[src/rtl/ccal_pkg.sv]
`timescale 1ns/1ps
package ccal_pkg;

   localparam int unsigned REG_W    = 8;
   localparam int unsigned NUM_REGS = 8;
   localparam int unsigned SEL_W    = $clog2(NUM_REGS);

   localparam logic [SEL_W-1:0] IDX_CENT  = 3'd0;
   localparam logic [SEL_W-1:0] IDX_SEC   = 3'd1;
   localparam logic [SEL_W-1:0] IDX_MIN   = 3'd2;
   localparam logic [SEL_W-1:0] IDX_HOUR  = 3'd3;
   localparam logic [SEL_W-1:0] IDX_CTRL  = 3'd4;
   localparam logic [SEL_W-1:0] IDX_DATE  = 3'd5;
   localparam logic [SEL_W-1:0] IDX_MONTH = 3'd6;
   localparam logic [SEL_W-1:0] IDX_YEAR  = 3'd7;

   // one decimal digit step, 9 rolls to 0
   function automatic logic [3:0] nib_next(input logic [3:0] u);
      return (u == 4'd9) ? 4'd0 : u + 4'd1;
   endfunction

   function automatic logic nib_is9(input logic [3:0] u);
      return u == 4'd9;
   endfunction

   // multiple of four: even tens with units 0/4/8, odd tens with units 2/6
   function automatic logic year_is_leap(input logic tens_odd, input logic [3:0] u);
      if (tens_odd) return (u == 4'd2) || (u == 4'd6);
      return (u == 4'd0) || (u == 4'd4) || (u == 4'd8);
   endfunction

   function automatic logic [7:0] month_last_day(input logic [4:0] mon, input logic leap);
      case (mon)
         5'h02:                      return leap ? 8'h29 : 8'h28;
         5'h04, 5'h06, 5'h09, 5'h11: return 8'h30;
         default:                    return 8'h31;
      endcase
   endfunction

endpackage

[src/rtl/ccal_prescale.sv]
`timescale 1ns/1ps
module ccal_prescale #(
   parameter int unsigned TICKS_PER_STEP = 4
) (
   input  logic clk,
   input  logic rst_n,
   input  logic run,
   input  logic tick,
   input  logic clear,
   output logic step
);

   initial begin
      assert (TICKS_PER_STEP >= 1)
         else $fatal(1, "ccal_prescale: TICKS_PER_STEP must be at least 1");
   end

   generate
      if (TICKS_PER_STEP == 1) begin : g_direct
         assign step = run & tick;
      end else begin : g_count
         localparam int unsigned CW = $clog2(TICKS_PER_STEP);
         localparam logic [CW-1:0] LAST = CW'(TICKS_PER_STEP - 1);

         logic [CW-1:0] phase_q;

         always_ff @(posedge clk or negedge rst_n) begin
            if (!rst_n)
               phase_q <= '0;
            else if (clear)
               phase_q <= '0;
            else if (run && tick)
               phase_q <= (phase_q == LAST) ? '0 : phase_q + 1'b1;
         end

         assign step = run & tick & (phase_q == LAST);

         p_phase_clear_r11: assert property (@(posedge clk) disable iff (!rst_n)
            clear |=> (phase_q == '0));

         p_phase_hold_r3: assert property (@(posedge clk) disable iff (!rst_n)
            (!run && !clear) |=> $stable(phase_q));
      end
   endgenerate

endmodule

[src/rtl/ccal_clock_chain.sv]
`timescale 1ns/1ps
module ccal_clock_chain
   import ccal_pkg::*;
#(
   parameter bit RESET_MODE12 = 1'b0
) (
   input  logic             clk,
   input  logic             rst_n,
   input  logic             adv,
   input  logic             wr_en,
   input  logic [SEL_W-1:0] wr_sel,
   input  logic [REG_W-1:0] wr_byte,
   output logic [REG_W-1:0] cent_o,
   output logic [REG_W-1:0] sec_o,
   output logic [REG_W-1:0] min_o,
   output logic [REG_W-1:0] hour_o,
   output logic             day_carry
);

   logic [7:0] cent_q;
   logic [6:0] sec_q;
   logic [6:0] min_q;
   logic       mode12_q;
   logic       b5_q;
   logic [4:0] hr_q;

   logic [7:0] cent_n;
   logic [6:0] sec_n;
   logic [6:0] min_n;
   logic [4:0] hr_n;
   logic       b5_n;
   logic       hour_carry;
   logic [1:0] tens2;

   logic cent_wrap, sec_wrap, min_wrap;
   logic sec_adv, min_adv, hr_adv;

   assign cent_wrap = (cent_q == 8'h99);
   assign sec_wrap  = (sec_q  == 7'h59);
   assign min_wrap  = (min_q  == 7'h59);

   assign sec_adv   = adv & cent_wrap;
   assign min_adv   = sec_adv & sec_wrap;
   assign hr_adv    = min_adv & min_wrap;
   assign day_carry = hr_adv & hour_carry;

   always_comb begin
      cent_n = cent_wrap ? 8'h00
             : {cent_q[7:4] + {3'b000, nib_is9(cent_q[3:0])}, nib_next(cent_q[3:0])};
      sec_n  = sec_wrap ? 7'h00
             : {sec_q[6:4] + {2'b00, nib_is9(sec_q[3:0])}, nib_next(sec_q[3:0])};
      min_n  = min_wrap ? 7'h00
             : {min_q[6:4] + {2'b00, nib_is9(min_q[3:0])}, nib_next(min_q[3:0])};
   end

   always_comb begin
      hr_n       = hr_q;
      b5_n       = b5_q;
      hour_carry = 1'b0;
      tens2      = 2'b00;
      if (mode12_q) begin
         if (hr_q == 5'h11) begin
            hr_n       = 5'h12;
            b5_n       = ~b5_q;
            hour_carry = b5_q;
         end else if (hr_q == 5'h12) begin
            hr_n = 5'h01;
         end else begin
            hr_n = {hr_q[4] | nib_is9(hr_q[3:0]), nib_next(hr_q[3:0])};
         end
      end else begin
         if ({b5_q, hr_q} == 6'h23) begin
            hr_n       = 5'h00;
            b5_n       = 1'b0;
            hour_carry = 1'b1;
         end else begin
            tens2 = {b5_q, hr_q[4]} + {1'b0, nib_is9(hr_q[3:0])};
            b5_n  = tens2[1];
            hr_n  = {tens2[0], nib_next(hr_q[3:0])};
         end
      end
   end

   always_ff @(posedge clk or negedge rst_n) begin
      if (!rst_n) begin
         cent_q   <= 8'h00;
         sec_q    <= 7'h00;
         min_q    <= 7'h00;
         mode12_q <= RESET_MODE12;
         b5_q     <= 1'b0;
         hr_q     <= RESET_MODE12 ? 5'h12 : 5'h00;
      end else if (wr_en) begin
         case (wr_sel)
            IDX_CENT: cent_q <= wr_byte;
            IDX_SEC:  sec_q  <= wr_byte[6:0];
            IDX_MIN:  min_q  <= wr_byte[6:0];
            IDX_HOUR: begin
               mode12_q <= wr_byte[7];
               b5_q     <= wr_byte[5];
               hr_q     <= wr_byte[4:0];
            end
            default: ;
         endcase
      end else begin
         if (adv)     cent_q <= cent_n;
         if (sec_adv) sec_q  <= sec_n;
         if (min_adv) min_q  <= min_n;
         if (hr_adv) begin
            hr_q <= hr_n;
            b5_q <= b5_n;
         end
      end
   end

   assign cent_o = cent_q;
   assign sec_o  = {1'b0, sec_q};
   assign min_o  = {1'b0, min_q};
   assign hour_o = {mode12_q, 1'b0, b5_q, hr_q};

   p_cent_moves_r2: assert property (@(posedge clk) disable iff (!rst_n)
      (adv && !wr_en && !cent_wrap) |=> (cent_q != $past(cent_q)) && $stable(sec_q));

   p_write_lands_r10: assert property (@(posedge clk) disable iff (!rst_n)
      (wr_en && wr_sel == IDX_CENT) |=> (cent_q == $past(wr_byte)));

   p_pm_flip_r5: assert property (@(posedge clk) disable iff (!rst_n)
      (hr_adv && !wr_en && mode12_q && hr_q == 5'h11) |=> (b5_q != $past(b5_q)));

   p_midnight_r4: assert property (@(posedge clk) disable iff (!rst_n)
      (hr_adv && !wr_en && !mode12_q && b5_q && hr_q == 5'h03) |=> (!b5_q && hr_q == 5'h00));

endmodule

[src/rtl/ccal_cal_chain.sv]
`timescale 1ns/1ps
module ccal_cal_chain
   import ccal_pkg::*;
#(
   parameter bit RESET_OSC_OFF = 1'b1
) (
   input  logic             clk,
   input  logic             rst_n,
   input  logic             day_adv,
   input  logic             wr_en,
   input  logic [SEL_W-1:0] wr_sel,
   input  logic [REG_W-1:0] wr_byte,
   output logic [REG_W-1:0] ctrl_o,
   output logic [REG_W-1:0] date_o,
   output logic [REG_W-1:0] month_o,
   output logic [REG_W-1:0] year_o,
   output logic             osc_off_o
);

   logic [2:0] dow_q;
   logic       rsten_q;
   logic       osc_q;
   logic [5:0] date_q;
   logic [4:0] month_q;
   logic [7:0] year_q;

   logic       leap;
   logic [7:0] last_day;
   logic       date_wrap, month_wrap;
   logic       mon_adv, yr_adv;
   logic [2:0] dow_n;
   logic [5:0] date_n;
   logic [4:0] month_n;
   logic [7:0] year_n;

   assign leap       = year_is_leap(year_q[4], year_q[3:0]);
   assign last_day   = month_last_day(month_q, leap);
   assign date_wrap  = ({2'b00, date_q} >= last_day);
   assign month_wrap = (month_q == 5'h12);
   assign mon_adv    = day_adv & date_wrap;
   assign yr_adv     = mon_adv & month_wrap;

   always_comb begin
      dow_n   = (dow_q == 3'd7) ? 3'd1 : dow_q + 3'd1;
      date_n  = date_wrap ? 6'h01
              : {date_q[5:4] + {1'b0, nib_is9(date_q[3:0])}, nib_next(date_q[3:0])};
      month_n = month_wrap ? 5'h01
              : {month_q[4] | nib_is9(month_q[3:0]), nib_next(month_q[3:0])};
      year_n  = (year_q == 8'h99) ? 8'h00
              : {year_q[7:4] + {3'b000, nib_is9(year_q[3:0])}, nib_next(year_q[3:0])};
   end

   always_ff @(posedge clk or negedge rst_n) begin
      if (!rst_n) begin
         dow_q   <= 3'd1;
         rsten_q <= 1'b0;
         osc_q   <= RESET_OSC_OFF;
         date_q  <= 6'h01;
         month_q <= 5'h01;
         year_q  <= 8'h00;
      end else if (wr_en) begin
         case (wr_sel)
            IDX_CTRL: begin
               dow_q   <= wr_byte[2:0];
               rsten_q <= wr_byte[4];
               osc_q   <= wr_byte[5];
            end
            IDX_DATE:  date_q  <= wr_byte[5:0];
            IDX_MONTH: month_q <= wr_byte[4:0];
            IDX_YEAR:  year_q  <= wr_byte;
            default: ;
         endcase
      end else begin
         if (day_adv) begin
            dow_q  <= dow_n;
            date_q <= date_n;
         end
         if (mon_adv) month_q <= month_n;
         if (yr_adv)  year_q  <= year_n;
      end
   end

   assign ctrl_o    = {2'b00, osc_q, rsten_q, 1'b0, dow_q};
   assign date_o    = {2'b00, date_q};
   assign month_o   = {3'b000, month_q};
   assign year_o    = year_q;
   assign osc_off_o = osc_q;

   p_dow_wrap_r6: assert property (@(posedge clk) disable iff (!rst_n)
      (day_adv && !wr_en && dow_q == 3'd7) |=> (dow_q == 3'd1));

   p_month_moves_r7: assert property (@(posedge clk) disable iff (!rst_n)
      (day_adv && !wr_en && date_wrap) |=> (month_q != $past(month_q)));

   p_year_wrap_r8: assert property (@(posedge clk) disable iff (!rst_n)
      (yr_adv && !wr_en && year_q == 8'h99) |=> (year_q == 8'h00));

   p_ctrl_kept_r12: assert property (@(posedge clk) disable iff (!rst_n)
      !(wr_en && wr_sel == IDX_CTRL) |=> ($stable(rsten_q) && $stable(osc_q)));

endmodule

[src/rtl/ccal_core.sv]
`timescale 1ns/1ps
module ccal_core
   import ccal_pkg::*;
#(
   parameter int unsigned TICKS_PER_STEP = 4,
   parameter bit          RESET_MODE12   = 1'b0,
   parameter bit          RESET_OSC_OFF  = 1'b1
) (
   input  logic                      clk,
   input  logic                      rst_n,
   input  logic                      tick_en,
   input  logic                      wr_en,
   input  logic [2:0]                wr_sel,
   input  logic [7:0]                wr_byte,
   output logic [NUM_REGS*REG_W-1:0] snap
);

   logic             osc_off;
   logic             step;
   logic             step_ok;
   logic             phase_clr;
   logic             day_carry;
   logic [REG_W-1:0] regs [NUM_REGS];

   assign phase_clr = wr_en && (wr_sel == IDX_CENT);
   assign step_ok   = step & ~wr_en;

   ccal_prescale #(
      .TICKS_PER_STEP(TICKS_PER_STEP)
   ) u_pre (
      .clk   (clk),
      .rst_n (rst_n),
      .run   (~osc_off),
      .tick  (tick_en),
      .clear (phase_clr),
      .step  (step)
   );

   ccal_clock_chain #(
      .RESET_MODE12(RESET_MODE12)
   ) u_clk (
      .clk       (clk),
      .rst_n     (rst_n),
      .adv       (step_ok),
      .wr_en     (wr_en),
      .wr_sel    (wr_sel),
      .wr_byte   (wr_byte),
      .cent_o    (regs[IDX_CENT]),
      .sec_o     (regs[IDX_SEC]),
      .min_o     (regs[IDX_MIN]),
      .hour_o    (regs[IDX_HOUR]),
      .day_carry (day_carry)
   );

   ccal_cal_chain #(
      .RESET_OSC_OFF(RESET_OSC_OFF)
   ) u_cal (
      .clk       (clk),
      .rst_n     (rst_n),
      .day_adv   (day_carry),
      .wr_en     (wr_en),
      .wr_sel    (wr_sel),
      .wr_byte   (wr_byte),
      .ctrl_o    (regs[IDX_CTRL]),
      .date_o    (regs[IDX_DATE]),
      .month_o   (regs[IDX_MONTH]),
      .year_o    (regs[IDX_YEAR]),
      .osc_off_o (osc_off)
   );

   generate
      for (genvar k = 0; k < NUM_REGS; k++) begin : g_snap
         assign snap[k*REG_W +: REG_W] = regs[k];
      end
   endgenerate

   p_stopped_hold_r3: assert property (@(posedge clk) disable iff (!rst_n)
      (osc_off && !wr_en) |=> $stable(snap));

   p_write_drops_step_r10: assert property (@(posedge clk) disable iff (!rst_n)
      (wr_en && wr_sel != IDX_CENT) |=> $stable(snap[REG_W-1:0]));

endmodule

[config.mk]
export PLATFORM = sky130hd
export DESIGN_NAME = ccal_core
export DESIGN_NICKNAME = d
export VERILOG_FILES = /design/src/rtl/ccal_pkg.sv /design/src/rtl/ccal_prescale.sv /design/src/rtl/ccal_clock_chain.sv /design/src/rtl/ccal_cal_chain.sv /design/src/rtl/ccal_core.sv
export SDC_FILE = /design/constraint.sdc
export NUM_CORES = 1
export LEC_CHECK = 0
export BUFFER_PORTS_ARGS = -buffer_cell sky130_fd_sc_hd__buf_2
export CORE_ASPECT_RATIO = 1.1
export CORE_UTILIZATION = 56
export DETAILED_ROUTE_END_ITERATION = 12
export PLACE_DENSITY = 0.81
export SYNTH_ARGS = -nofsm -noshare
export SYNTH_HDL_FRONTEND = slang
export SYNTH_SLANG_ARGS = --single-unit
[constraint.sdc]
create_clock -name clk -period 3.01 [get_ports clk]
set_input_delay 0.1505 -clock clk [delete_from_list [all_inputs] [get_ports clk]]
set_output_delay 0.1505 -clock clk [all_outputs]
set_load 0.02 [all_outputs]
==> reports/qor.yml <==
syn_area_mm2: 0.00387
crit_arrival_ns: 3.02
ys_types: 70
dieWidth_um: 81.3
clkLatencyLatePin_ns: 0.31
numPortBuffers: 67
ys.flop_type: "dfrtp_1"
dpl_cell_area_mm2: 0.00423
num_antenna_cells: 0
ys_async_sr_fraction_pct: 100
drv_cap: 0
cpPeakStageDelay_ns: 0.43
place_inst: 572
hold_path.class: "primary input to flop"
min_period_over_period_pct: 93.6
grt_util_all_layers_pct: 28.6
ys_seq_area_share_pct: 35.6
ys_ff_latch: 55
viasPerCell: 6.22
clockPowerShare_pct: 13.7
fin_tns_setup_ns: 0
use_met3_pct: 4.29
cp-start-kind: "flop"
grt_pass1_vias: 3291
antenna_found_initial: 0
clock_sinks: 55
h-tree-depth: 2
ant_nets: 0
fin_skew_ns: 0.0159
routed_wl_um: 9860
grt_overflow: 0
final_max_slew_viol_count: 0
grt_util_met1_pct: 37.6
core_area_mm2: 0.00663
setup_viol: 0
path_cells: "inv_1 -> a31oi_1 -> o21ai_0 -> a2111oi_2 -> a31oi_1 -> ha_1 -> nor4b_2 -> o22ai_2 -> nand4_2 -> nor4_2 -> a311o_1"
cts_tree: "built"
busiest_layer: "met2"
p_sw_mw: 1.34
synthDominantCellAreaShare_pct: 32.9
finalNetCount: 535
final_common_cell: "buf_2"
syn_area_per_cell_um2: 8.81
met2_usage_pct: 47.3
finalInstanceArea_mm2: 0.00434
num_vias: 3613
dp_hpwl_um: 7160
clk_pin_slew_ns: 0.11
switching_share_pct: 44.4
cts_made_buffers: 5
num_rows: 31
start_util_pct: 58.4
crit_type: "flop to flop"
timing.final.ws_setup_ns: 0.193
cts-root-buf: "clkbuf_8"
intPower_mw: 1.67
p_comb_share_pct: 44.3
gp_congestion: 0.852
route.detailed.drc: 0
power_leakage_nw: 2.03
place_ws_ns: 0.0818
max_slew_margin_pct: 39.6
cts_buffer_depth: 2
rsz0062_at_grt: "no"
vdd_drop_max_uv: 446
hold_ws_ns: 0.122
drive_gt1_share_pct: 23.4
yosys.area.top_type: "dfrtp_1"
worstMarginPinSlew_ns: 0.906
p_seq_share_pct: 42.0
cellPowerDensity_mw_per_mm2: 695
areaGrowthSynthToFinish_pct: 12.0
num_io_pins: 79
layout_common_cells: "buf_2, dfrtp_1, a21oi_1"
first_pass_iters: 5
status: "finished clean"
grt_pass1_wl_um: 15700
fmax_mhz: 355
synth_warnings: 0
fin_crit_ns: 2.82
finalHoldViolations: 0
worst_ep_required_time_ns: 3.21
stdcell_count: 581
grt_max_degree: 54
fill_cells: 579
worst_setup_path_end_kind: "flop"
crit_top_cell: "a31oi_1"
critPathMaxFanout: 7
syn_inst: 440
drt_iter0_drc: 236
die_h_um: 89.2
synth_edf_count: 0
avgRoutedWirePerCell_um: 17.0
crit_slowest_cell: "dfrtp_2"
die-area_mm2: 0.00726
synth_area_leaders: "dfrtp_1, ha_1, a21oi_1"
## Yosys cell counts, types with 4 or more instances
master and instances:
a21oi_1 37, a31oi_1 14, and2_1 4, buf_2 4, buf_4 15, clkbuf_1 18, dfrtp_1 51, dfstp_2 4
ha_1 22, inv_1 30, mux2_2 9, nand2_1 29, nand2b_1 4, nand3_1 14, nand3b_1 6, nand4_1 5
nor2_1 28, nor3_1 16, o211ai_1 10, o21ai_0 20, o21ai_1 8, o221ai_1 6, o22ai_1 4, o2bb2ai_1 4
o31ai_1 7
## cells by family after synthesis
group,synth area share [%]
compound gates,24.8
simple gates,18.5
buf+inv,8.59
flops,35.6
fa+ha+maj,7.10
mux,4.59
xor+xnor,0.678
other cells,0.0968
## layer usage
metal / part of all wire [%] / vias up
met5: 0 / -
met4: 1.8 / 0
met3: 5.5 / 15
met2: 50 / 138
met1: 43 / 1741
li1: - / 1719
## final timing paths
| path | end | from | slack [ns] | cells after the start |
|---|---|---|---|---|
| setup / recovery | u_cal.year_o[0] | u_cal.year_o[3] | 0.19 | 11 |
| hold / removal | u_clk.mode12_q | wr_byte[7] | 0.12 | 2 |
| setup reg to reg | u_cal.year_o[0] | u_cal.year_o[3] | 0.19 | 11 |
| hold reg to reg | u_cal.rsten_q | u_cal.rsten_q | 0.52 | 1 |
| max in group asynchronous | u_cal.month_q[0] | rst_n | 1.75 | 3 |
| min in group asynchronous | u_clk.min_q[2] | rst_n | 0.51 | 2 |
## through the flow
| stage | util [%] | power (mW) |
|---|---|---|
| 2_1_floorplan | - | 2.18 |
| 3_3_place_gp | 63.7 | 2.53 |
| 3_5_place_dp | 63.7 | 2.59 |
| 4_1_cts | 65.1 | 3.00 |
| 5_1_grt | 65.4 | 3.24 |
| 6_report | 65.4 | 3.01 |
## sequential cells by signal, summed over array words and instances, names as in the netlist
signal	flops
u_clk.mode12_q	1
u_clk.sec_q	7
u_pre.g_count.phase_q	2
u_cal.year_o	8
u_clk.hr_q	5
u_cal.osc_off_o	1
u_cal.date_q	6
u_clk.b5_q	1
u_clk.min_q	7
u_cal.dow_q	3
u_cal.rsten_q	1
u_cal.month_q	5
u_clk.cent_o	8
## final cells by class
cell class | count | area (um^2) | share of cell area (%)
Timing Repair Buffer | 81 | 443 | 10.2
Clock buffer | 7 | 76.3 | 1.76
Sequential cell | 55 | 1380 | 31.9
Multi-Input combinational cell | 325 | 2220 | 51.1
Inverter | 30 | 113 | 2.60
Tap cell | 82 | 103 | 2.36
Clock inverter | 1 | 5.00 | 0.115
## worst max-delay path: cells and delay by family, from the launching register on
| kind | cells | cell delay [ns] |
|---|---|---|
| compound gates | 6 | 1.31 |
| simple gates | 3 | 0.59 |
| flops | 1 | 0.43 |
| fa+ha+maj | 1 | 0.29 |
| buf+inv | 1 | 0.09 |
## what timing repair did
action                                  4_1_cts  5_1_grt
endpoints found under the setup margin        0       19
hold endpoints to repair                     12        0
setup buffers                                 0        0
resized for setup                             0        5
hold buffers                                  1        0
## power by group through the flow
| stage | clock network, mW | logic (mW) | registers (mW) |
|---|---|---|---|
| 3_3_place_gp | 0 | 1.28 | 1.25 |
| 6_report | 0.412 | 1.34 | 1.27 |
| 2_1_floorplan | 0 | 0.778 | 1.40 |
| 3_5_place_dp | 0 | 1.32 | 1.27 |
| 4_1_cts | 0.421 | 1.32 | 1.26 |
| 5_1_grt | 0.447 | 1.50 | 1.30 |
Note: power is estimated with default switching activity, not from simulation.
